===== config.mk =====
export PLATFORM = sky130hd
export DESIGN_NAME = gpio_irq_sense
export DESIGN_NICKNAME = d
export VERILOG_FILES = /design/src/rtl/gpio_irq_sense.sv
export SDC_FILE = /design/constraint.sdc
export NUM_CORES = 1
export LEC_CHECK = 0
export ABC_AREA = 0
export BUFFER_PORTS_ARGS = -buffer_cell sky130_fd_sc_hd__buf_4
export CAP_MARGIN = 15
export CORE_MARGIN = 3
export CORE_UTILIZATION = 45
export DETAILED_ROUTE_END_ITERATION = 16
export SKIP_CTS_REPAIR_TIMING = 1
export SLEW_MARGIN = 20
export SYNTH_ARGS = -nofsm -noshare
export SYNTH_HDL_FRONTEND = slang
export SYNTH_SLANG_ARGS = --single-unit

===== constraint.sdc =====
create_clock -name clk -period 5.4 [get_ports clk]
set_clock_uncertainty 0.2 [all_clocks]
set_input_delay 1.35 -clock clk [delete_from_list [all_inputs] [get_ports clk]]
set_output_delay 1.35 -clock clk [all_outputs]
set_load 0.02 [all_outputs]

===== src/rtl/gpio_irq_sense.sv =====
module gpio_irq_sense #(
  parameter int NPINS = 32,
  parameter int AW    = 5
) (
  input  logic             clk,
  input  logic             rst_n,
  input  logic             wr_en,
  input  logic             rd_en,
  input  logic [AW-1:0]    addr,
  input  logic [NPINS-1:0] wdata,
  output logic [NPINS-1:0] rdata,
  input  logic [NPINS-1:0] pins_in,
  output logic             irq
);
  localparam logic [AW-1:0] OFF_EN = AW'(5'h00);
  localparam logic [AW-1:0] OFF_PA = AW'(5'h04);
  localparam logic [AW-1:0] OFF_PB = AW'(5'h08);
  localparam logic [AW-1:0] OFF_PC = AW'(5'h0C);
  localparam logic [AW-1:0] OFF_ST = AW'(5'h10);

  logic [NPINS-1:0] en_q, pa_q, pb_q, pc_q, st_q;
  logic [NPINS-1:0] sy1_q, sy2_q, prv_q;
  logic [NPINS-1:0] rise, fall, edge_hit, lvl_hit, hit, clr;

  assign rise     = sy2_q & ~prv_q;
  assign fall     = ~sy2_q & prv_q;
  assign edge_hit = (pc_q & (rise | fall)) | (~pc_q & ((pa_q & rise) | (~pa_q & fall)));
  assign lvl_hit  = ~(sy2_q ^ pa_q);
  assign hit      = en_q & ((pb_q & lvl_hit) | (~pb_q & edge_hit));
  assign clr      = (wr_en && addr == OFF_ST) ? wdata : '0;
  assign irq      = |(st_q & en_q);

  always_ff @(posedge clk or negedge rst_n) begin
    if (!rst_n) begin
      en_q  <= '0;
      pa_q  <= '0;
      pb_q  <= '0;
      pc_q  <= '0;
      st_q  <= '0;
      sy1_q <= '0;
      sy2_q <= '0;
      prv_q <= '0;
    end else begin
      sy1_q <= pins_in;
      sy2_q <= sy1_q;
      prv_q <= sy2_q;
      if (wr_en && addr == OFF_EN) en_q <= wdata;
      if (wr_en && addr == OFF_PA) pa_q <= wdata;
      if (wr_en && addr == OFF_PB) pb_q <= wdata;
      if (wr_en && addr == OFF_PC) pc_q <= wdata;
      st_q <= (st_q & ~clr) | hit;
    end
  end

  always_comb begin
    rdata = '0;
    if (rd_en) begin
      case (addr)
        OFF_EN:  rdata = en_q;
        OFF_PA:  rdata = pa_q;
        OFF_PB:  rdata = pb_q;
        OFF_PC:  rdata = pc_q;
        OFF_ST:  rdata = st_q;
        default: rdata = '0;
      endcase
    end
  end
endmodule


; Word-level counts from Yosys, hierarchy flattened
; Index checks and enable logic that the tools add are counted.
[op_classes]
mux = 3
n_eq_ne = 4
bitwise = 24
n_reduce_logical = 7
[op_table]
columns = op, n
row1 = 32-bit bitwise AND, 11
row2 = 32-bit inverter, 7
row3 = 32-bit bitwise OR, 5
row4 = 32-bit case mux with 5 select lines, 1
row5 = 32-bit 2-to-1 mux, 2
row6 = 32-bit OR reduction, 1
row7 = 32-bit bitwise XOR, 1
row8 = 5-bit by 4-bit equality test with 1-bit output (second input constant), 2
row9 = 5-bit by 3-bit equality test with 1-bit output (second input constant), 1
row10 = 5-bit equality test (second input constant), 1
row11 = 1-bit logical AND, 5
row12 = 5-bit zero test, 1
[word_totals]
regBits = 256
elab_cells = 46
output_inout_bits = 33
inputBits = 73

; Logic depth before layout (Yosys ltp)
; Gate-level depths: netlist (run 1).
[depth]
depth_word = 10
ltp_mapped = 6
ltp_nobuf = 5

; Worst setup path before layout (run 1)
; OpenSTA, ideal clock, no wires.
[synth_timing]
kind = input to output
startpoint = input port addr[2]
endpoint = output port rdata[11]
path_buffers = 2
slack_ns = 1.065
cell_stages = 5
arrival_ns = 2.785
t_required_ns = 3.850
path_cell_list = clkbuf_1 -> buf_1 -> mux2i_1 -> o22ai_1 -> o31a_1
[synth_between]
elab_chain_cells = 3
word_cells_on_any_way = 7
classes_between = eq/ne: 4 / mux: 2 / reduce/logical: 1
[synth_lines]
columns = item, line_no
row1 = start: declaration, 9  ; input logic [AW-1:0] addr,
row2 = "5-bit equality test, or another cell as far along", 58  ; case (addr)
row3 = 32-bit case mux with 5 select lines (*), 58
row4 = 32-bit 2-to-1 mux (*), 57  ; if (rd_en) begin
row5 = end: declaration, 11  ; output logic [NPINS-1:0] rdata,
; Mark *: on every way between the ends. The rest lies on a longest branch, timed or not.

; Worst setup path after layout (run 1)
[layout_timing]
startpoint = input port addr[3]
endpoint = output port rdata[19]
; The elaborated chain is that of the path after synthesis.

==> flow_metrics.py, run 1 <==
metrics = {
    "grt": {
        "grt_pass1_wl_microns": 52200,
        "grt_pass1_vias": 9062,
        "overflow": 0,
        "antenna_found_initial": 0,
        "grtUsageTotal": 0.214,
        "grt_start_max_net_pins": 113,
    },
    "power_and_ir_drop": {
        "p_clk_frac": 0.355,
        "p_leak_uw": 0.00741,
        "p_seq_frac": 0.489,
        "comb_power_share": 0.156,
        "irDropWorstVdd_v": 0.000224,
        "intPower_uw": 3710,
        "p_sw_frac": 0.272,
        "switchingPower_uw": 1380,
        "powerDensity_nw_per_um2": 339,
    },
    "sta": {
        "worstMarginPinSlew_ps": 933,
        "fin_tns_setup_ps": 0,
        "rsz0062_at_grt": "false",
        "relSlewSlack": 0.378,
        "hold_viol": 0,
        "setup_violations": 0,
        "fin_ws_ps": 690,
        "post-route-period-util": 0.872,
        "fmaxAchievable_mhz": 212,
        "period_needed_ps": 4710,
        "slew_viol_final": 0,
    },
    "flow_run": {
        "drv_cap": 0,
    },
    "die": {
        "start_util": 0.461,
        "core_area_sq_um": 28100,
        "dieArea_sq_um": 30800,
        "io_pins": 106,
        "fp-row-count": 61,
        "die_x_microns": 176,
        "die_y_microns": 176,
    },
    "synthesis": {
        "synth_nets": 1223,
        "syn_area_sq_um": 12900,
        "synth_cell_type_count": 32,
        "synth_cells": 1086,
        "yosysWarnings": 0,
        "synth_seq_cells": 256,
        "synth_seq_area_share": 0.495,
        "avgSynthCellArea_sq_um": 11.9,
    },
    "critical_path": {
        "timing.rr.start": "sy2_q[13]",
        "rrSetupSlack_ps": 3780,
        "cp_cell_sequence": "buf_4 > or4b_1 > buf_4 > o22ai_1 > o31a_1 > buf_4",
        "cp.required_ps": 3850,
        "critPathBufInv": 3,
        "r2r_end": "st_q[13]",
        "slowest_delay_ps": 490,
        "worst-r2r-cell-count": 5,
        "cp_data_arrival_time_ps": 3160,
        "cp_max_fo": 38,
        "cp_slowest_cell": "or4b_1",
        "crit_path_end_kind": "primary output",
        "setup.worst_path.start_class": "primary input",
        "crit_path_frequent_cell": "buf_4",
        "critical_path_class": "in2out",
        "cpLargestDelayFamily": "buffers and inverters",
    },
    "place": {
        "gp_routability_congestion": 0.782,
        "port_buffers": 105,
        "post-place-cells": 1530,
        "hpwl_microns": 20500,
        "pre_cts_slack_ps": 721,
    },
    "finish": {
        "fin_cells": 1579,
        "n_antenna_cell": 0,
        "areaGrowthSynthToFinish_pct": 16.2,
        "final_layout_size_suffix_gt1_frac": 0.301,
        "nets": 1320,
    },
    "routing": {
        "vias": 8944,
        "vias_per_cell": 5.66,
        "dr.pass1.iters": 5,
        "drc_errors": 0,
        "route.detailed.wl_per_inst_microns": 20.9,
        "wirelength_microns": 33100,
        "ant_nets": 0,
        "drtIter0Drc": 599,
    },
    "clock_network": {
        "cts_tree": "yes",
        "numCtsBuffers": 29,
        "root_buffer": "clkbuf_16",
        "cts_sinks": 256,
        "clk_transition_reported_paths_ps": 50,
        "insertion_delay_ps": 530,
        "cts_max_path_buffers": 3,
        "htree_levels": 1,
    },
    "min_path": {
        "hp-class": "reg2reg",
        "whs_endpoint": "sy2_q[4]",
        "hold_path.startpoint": "sy1_q[4]",
        "holdPathStages": 0,
    },
    "outcome": {
        "outcome": "completed",
    },
}
[sequential cells by signal (all words and copies together), names as in the netlist]
signal	count
en_q	32
pa_q	32
pb_q	32
pc_q	32
prv_q	32
st_q	32
sy1_q	32
sy2_q	32
[per-stage QoR]
stage | hold WS (ps) | util | total power (uW) | cell area [sq um]
after floorplan | 131 | - | 2980 | 12900
after detailed placement | 135 | 0.504 | 3310 | 14200
final | 146 | 0.535 | 5090 | 15000
after CTS | 148 | 0.535 | 5140 | 15000
after global routing | 151 | 0.535 | 5340 | 15000
after global placement | 132 | 0.504 | 3290 | 14200
[worst max-delay path by stage]
stage             from   endpoint  depth (start not counted)
2_1_floorplan  addr[2]  rdata[11]                          5
3_3_place_gp   addr[2]   rdata[2]                          6
3_5_place_dp   addr[3]  rdata[19]                          6
4_1_cts        addr[3]  rdata[19]                          6
5_1_grt        addr[2]   rdata[2]                          6
6_report       addr[3]  rdata[19]                          6
[synth_stat cells]
| cell type | number | area [sq um] |
|---|---|---|
| a31o_2 | 32 | 280 |
| mux2i_1 | 32 | 320 |
| buf_6 | 3 | 33.8 |
| and3_1 | 66 | 413 |
| nand4bb_1 | 9 | 101 |
| or4b_1 | 1 | 10.0 |
| o22ai_1 | 32 | 200 |
| xnor2_1 | 32 | 280 |
| o21ai_0 | 33 | 165 |
| a22oi_1 | 16 | 120 |
| or4_1 | 1 | 7.51 |
| buf_1 | 3 | 11.3 |
| ha_1 | 64 | 801 |
| or4bb_1 | 23 | 259 |
| mux2_1 | 1 | 11.3 |
| nand4_1 | 5 | 31.3 |
| nand3_1 | 33 | 165 |
| o31a_1 | 32 | 280 |
| mux2_4 | 30 | 450 |
| dfrtp_1 | 256 | 6410 |
| nand2_1 | 32 | 120 |
| clkbuf_1 | 48 | 180 |
| nor4bb_1 | 1 | 10.0 |
| mux2_2 | 129 | 1450 |
| nor3_1 | 1 | 5.00 |
| inv_1 | 128 | 480 |
| o311ai_0 | 32 | 280 |
| or2_2 | 1 | 6.26 |
| nor2_1 | 2 | 7.51 |
| buf_2 | 6 | 30.0 |
| or3b_1 | 1 | 8.76 |
| nor2b_1 | 1 | 6.26 |
[power groups by stage]
stage	logic (uW)	clock network [uW]	registers, uW
final	793	1810	2490
after global routing	883	1930	2530
after CTS	804	1860	2480
after detailed placement	798	0	2510
after global placement	779	0	2510
after floorplan	571	0	2410
[worst register-to-register path, stage by stage, from the launching register on]
cell and delay (ps):
dfrtp_1 460, inv_1 70, ha_1 190, mux2_2 250, o21ai_0 180, o311ai_0 130
[kinds of logic (layout without fill, tap and decap cells)]
family,count (synthesis),in the layout,synth area share
buf+inv,188,303,0.0569
compound gates,177,177,0.103
fa+ha+maj,64,64,0.0619
flops,256,256,0.495
simple gates,177,177,0.0890
mux,192,192,0.173
xor+xnor,32,32,0.0217
[routing by layer]
layer | vias up | GRT usage | wire length (microns)
met5 | - | 0 | 0
met4 | 0 | 0.0439 | 598
met3 | 41 | 0.0322 | 1740
met2 | 216 | 0.334 | 15100
met1 | 4586 | 0.319 | 15600
li1 | 4101 | - | -
[cell type report]
| class | count | area (sq um) |
|---|---|---|
| clock buffer | 47 | 853 |
| clock inverter | 2 | 10.0 |
| fill | 2456 | 13100 |
| inverter | 128 | 480 |
| multi-input combinational | 642 | 5830 |
| sequential | 256 | 6410 |
| tap | 378 | 473 |
| timing repair buffer | 126 | 978 |
[placed cells by master (no fill, tap or decap), types with 5 or more instances in the layout]
cell       count
clkbuf_8       6
nand3_1       32
o21ai_0       33
mux2_4        30
clkbuf_1      12
mux2i_1       32
ha_1          64
a22oi_1       16
dfrtp_1      256
or4bb_1       23
inv_1        128
clkbuf_16     29
nand4_1        5
mux2_2       129
and3_1        66
o311ai_0      32
o22ai_1       32
o31a_1        32
buf_4        123
nand2_1       32
xnor2_1       32
a31o_2        32
nand4bb_1      9
No activity file was read; power rests on OpenSTA's default activity.
==> run 2, diff against run 1 <==
PLACE_DENSITY = 0.65   (was default)
clock period = 4.1 ns   (was 5.4 ns; I/O delays follow)
==> run 2 against run 1 <==
Net effect:
- final cell count rose by 0.82%
- routed wire length fell by 1.9%
- register-to-register slack got worse by 1300 ps
- utilization rose by 1.1 points
- sequential share of layout area fell by 0.83 points
- sequential power rose by 31%
- largest cell class unchanged
- final area rose by 2.0%
==> flow_metrics.py, run 2 (synthesized netlist as in run 1, its figures left out) <==
metrics = {
    "place": {
        "hpwl_microns": 20600,
        "post-place-cells": 1537,
        "gp_routability_congestion": 0.808,
        "port_buffers": 105,
    },
    "clock_network": {
        "cts_sinks": 256,
        "insertion_delay_ps": 540,
        "cts_tree": "yes",
        "htree_levels": 1,
        "cts_max_path_buffers": 3,
        "root_buffer": "clkbuf_16",
        "numCtsBuffers": 30,
        "clk_transition_reported_paths_ps": 50,
    },
    "finish": {
        "nets": 1328,
        "areaGrowthSynthToFinish_pct": 18.5,
        "fin_cells": 1592,
        "n_antenna_cell": 0,
        "mostFrequentLayoutCell": "dfrtp_1",
        "final_cell_mix": "dfrtp_1, mux2_2, inv_1",
        "final_layout_size_suffix_gt1_frac": 0.315,
    },
    "sta": {
        "hold_ws_ps": 144,
        "slew_viol_final": 0,
        "hold_viol": 0,
        "relSlewSlack": 0.511,
        "setup_violations": 0,
        "worstMarginPinSlew_ps": 734,
        "fin_tns_setup_ps": 0,
        "rsz0062_at_grt": "false",
        "fmaxAchievable_mhz": 256,
        "period_needed_ps": 3910,
        "post-route-period-util": 0.955,
    },
    "power_and_ir_drop": {
        "powerDensity_nw_per_um2": 466,
        "irDropWorstVdd_v": 0.000294,
        "p_leak_uw": 0.00757,
    },
    "flow_run": {
        "drv_cap": 0,
    },
    "critical_path": {
        "cp_max_fo": 33,
        "critical_path_class": "in2out",
        "cp_data_arrival_time_ps": 2690,
        "crit_path_end_kind": "primary output",
        "setup.worst_path.start_class": "primary input",
        "cp.required_ps": 2870,
    },
    "routing": {
        "ant_nets": 0,
        "vias": 9014,
        "drtIter0Drc": 682,
        "wirelength_microns": 32400,
        "drc_errors": 0,
        "vias_per_cell": 5.66,
        "route.detailed.wl_per_inst_microns": 20.4,
        "dr.pass1.iters": 5,
    },
    "grt": {
        "grt_pass1_vias": 9371,
        "overflow": 0,
        "grt_pass1_wl_microns": 51900,
        "antenna_found_initial": 0,
        "grtUsageTotal": 0.210,
        "grt_start_max_net_pins": 92,
    },
    "min_path": {
        "hp-class": "reg2reg",
    },
    "die": {
        "core_area_sq_um": 28100,
        "start_util": 0.461,
        "die_y_microns": 176,
        "dieArea_sq_um": 30800,
        "fp-row-count": 61,
        "die_x_microns": 176,
        "io_pins": 106,
    },
    "outcome": {
        "outcome": "completed",
    },
}
run 2: final timing paths:
kind | from | to | slack [ps] | cells past startpoint
worst min-delay path | sy1_q[15] | sy2_q[15] | 140 | 0
worst min register to register | sy1_q[15] | sy2_q[15] | 140 | 0
worst max-delay path | addr[3] | rdata[2] | 190 | 6
min in group asynchronous | rst_n | prv_q[28] | 300 | 1
worst max register to register | sy2_q[22] | st_q[22] | 2450 | 5
max in group asynchronous | rst_n | sy1_q[3] | 2420 | 2
run 2: stage by stage:
| step | utilization | total power (uW) | worst slack [ps] | area (sq um) |
|---|---|---|---|---|
| after floorplan | - | 3930 | 415 | 12900 |
| after global placement | 0.508 | 4320 | 258 | 14300 |
| after detailed placement | 0.508 | 4360 | 229 | 14300 |
| after CTS | 0.546 | 7200 | 213 | 15300 |
| after global routing | 0.546 | 7490 | 117 | 15300 |
| final | 0.546 | 7140 | 186 | 15300 |
run 2: metal layers:
metal	track usage	wire length [microns]
met5	0	0
met4	0.0511	675
met3	0.0303	1690
met1	0.302	15000
met2	0.338	15000
run 2: area by class of cell:
class | count | area (sq um)
Clock buffer | 42 | 897
Clock inverter | 13 | 171
Fill cell | 2465 | 12800
Inverter | 128 | 480
Multi-Input combinational cell | 642 | 5820
Sequential cell | 256 | 6410
Tap cell | 378 | 473
Timing Repair Buffer | 133 | 1080
run 2: critical path, cell delays in order:
cell and delay [ps]:
buf_4 300, or4b_1 480, buf_4 300, o22ai_1 180, o31a_1 220, buf_4 160
run 2: power by group:
part           switching (uW)  leakage [uW]  total, uW  internal, uW
sequential                390       0.00305       3270          2880
combinational             442       0.00398       1050           606
clock                    1050      0.000537       2820          1770
total                    1880       0.00757       7140          5260
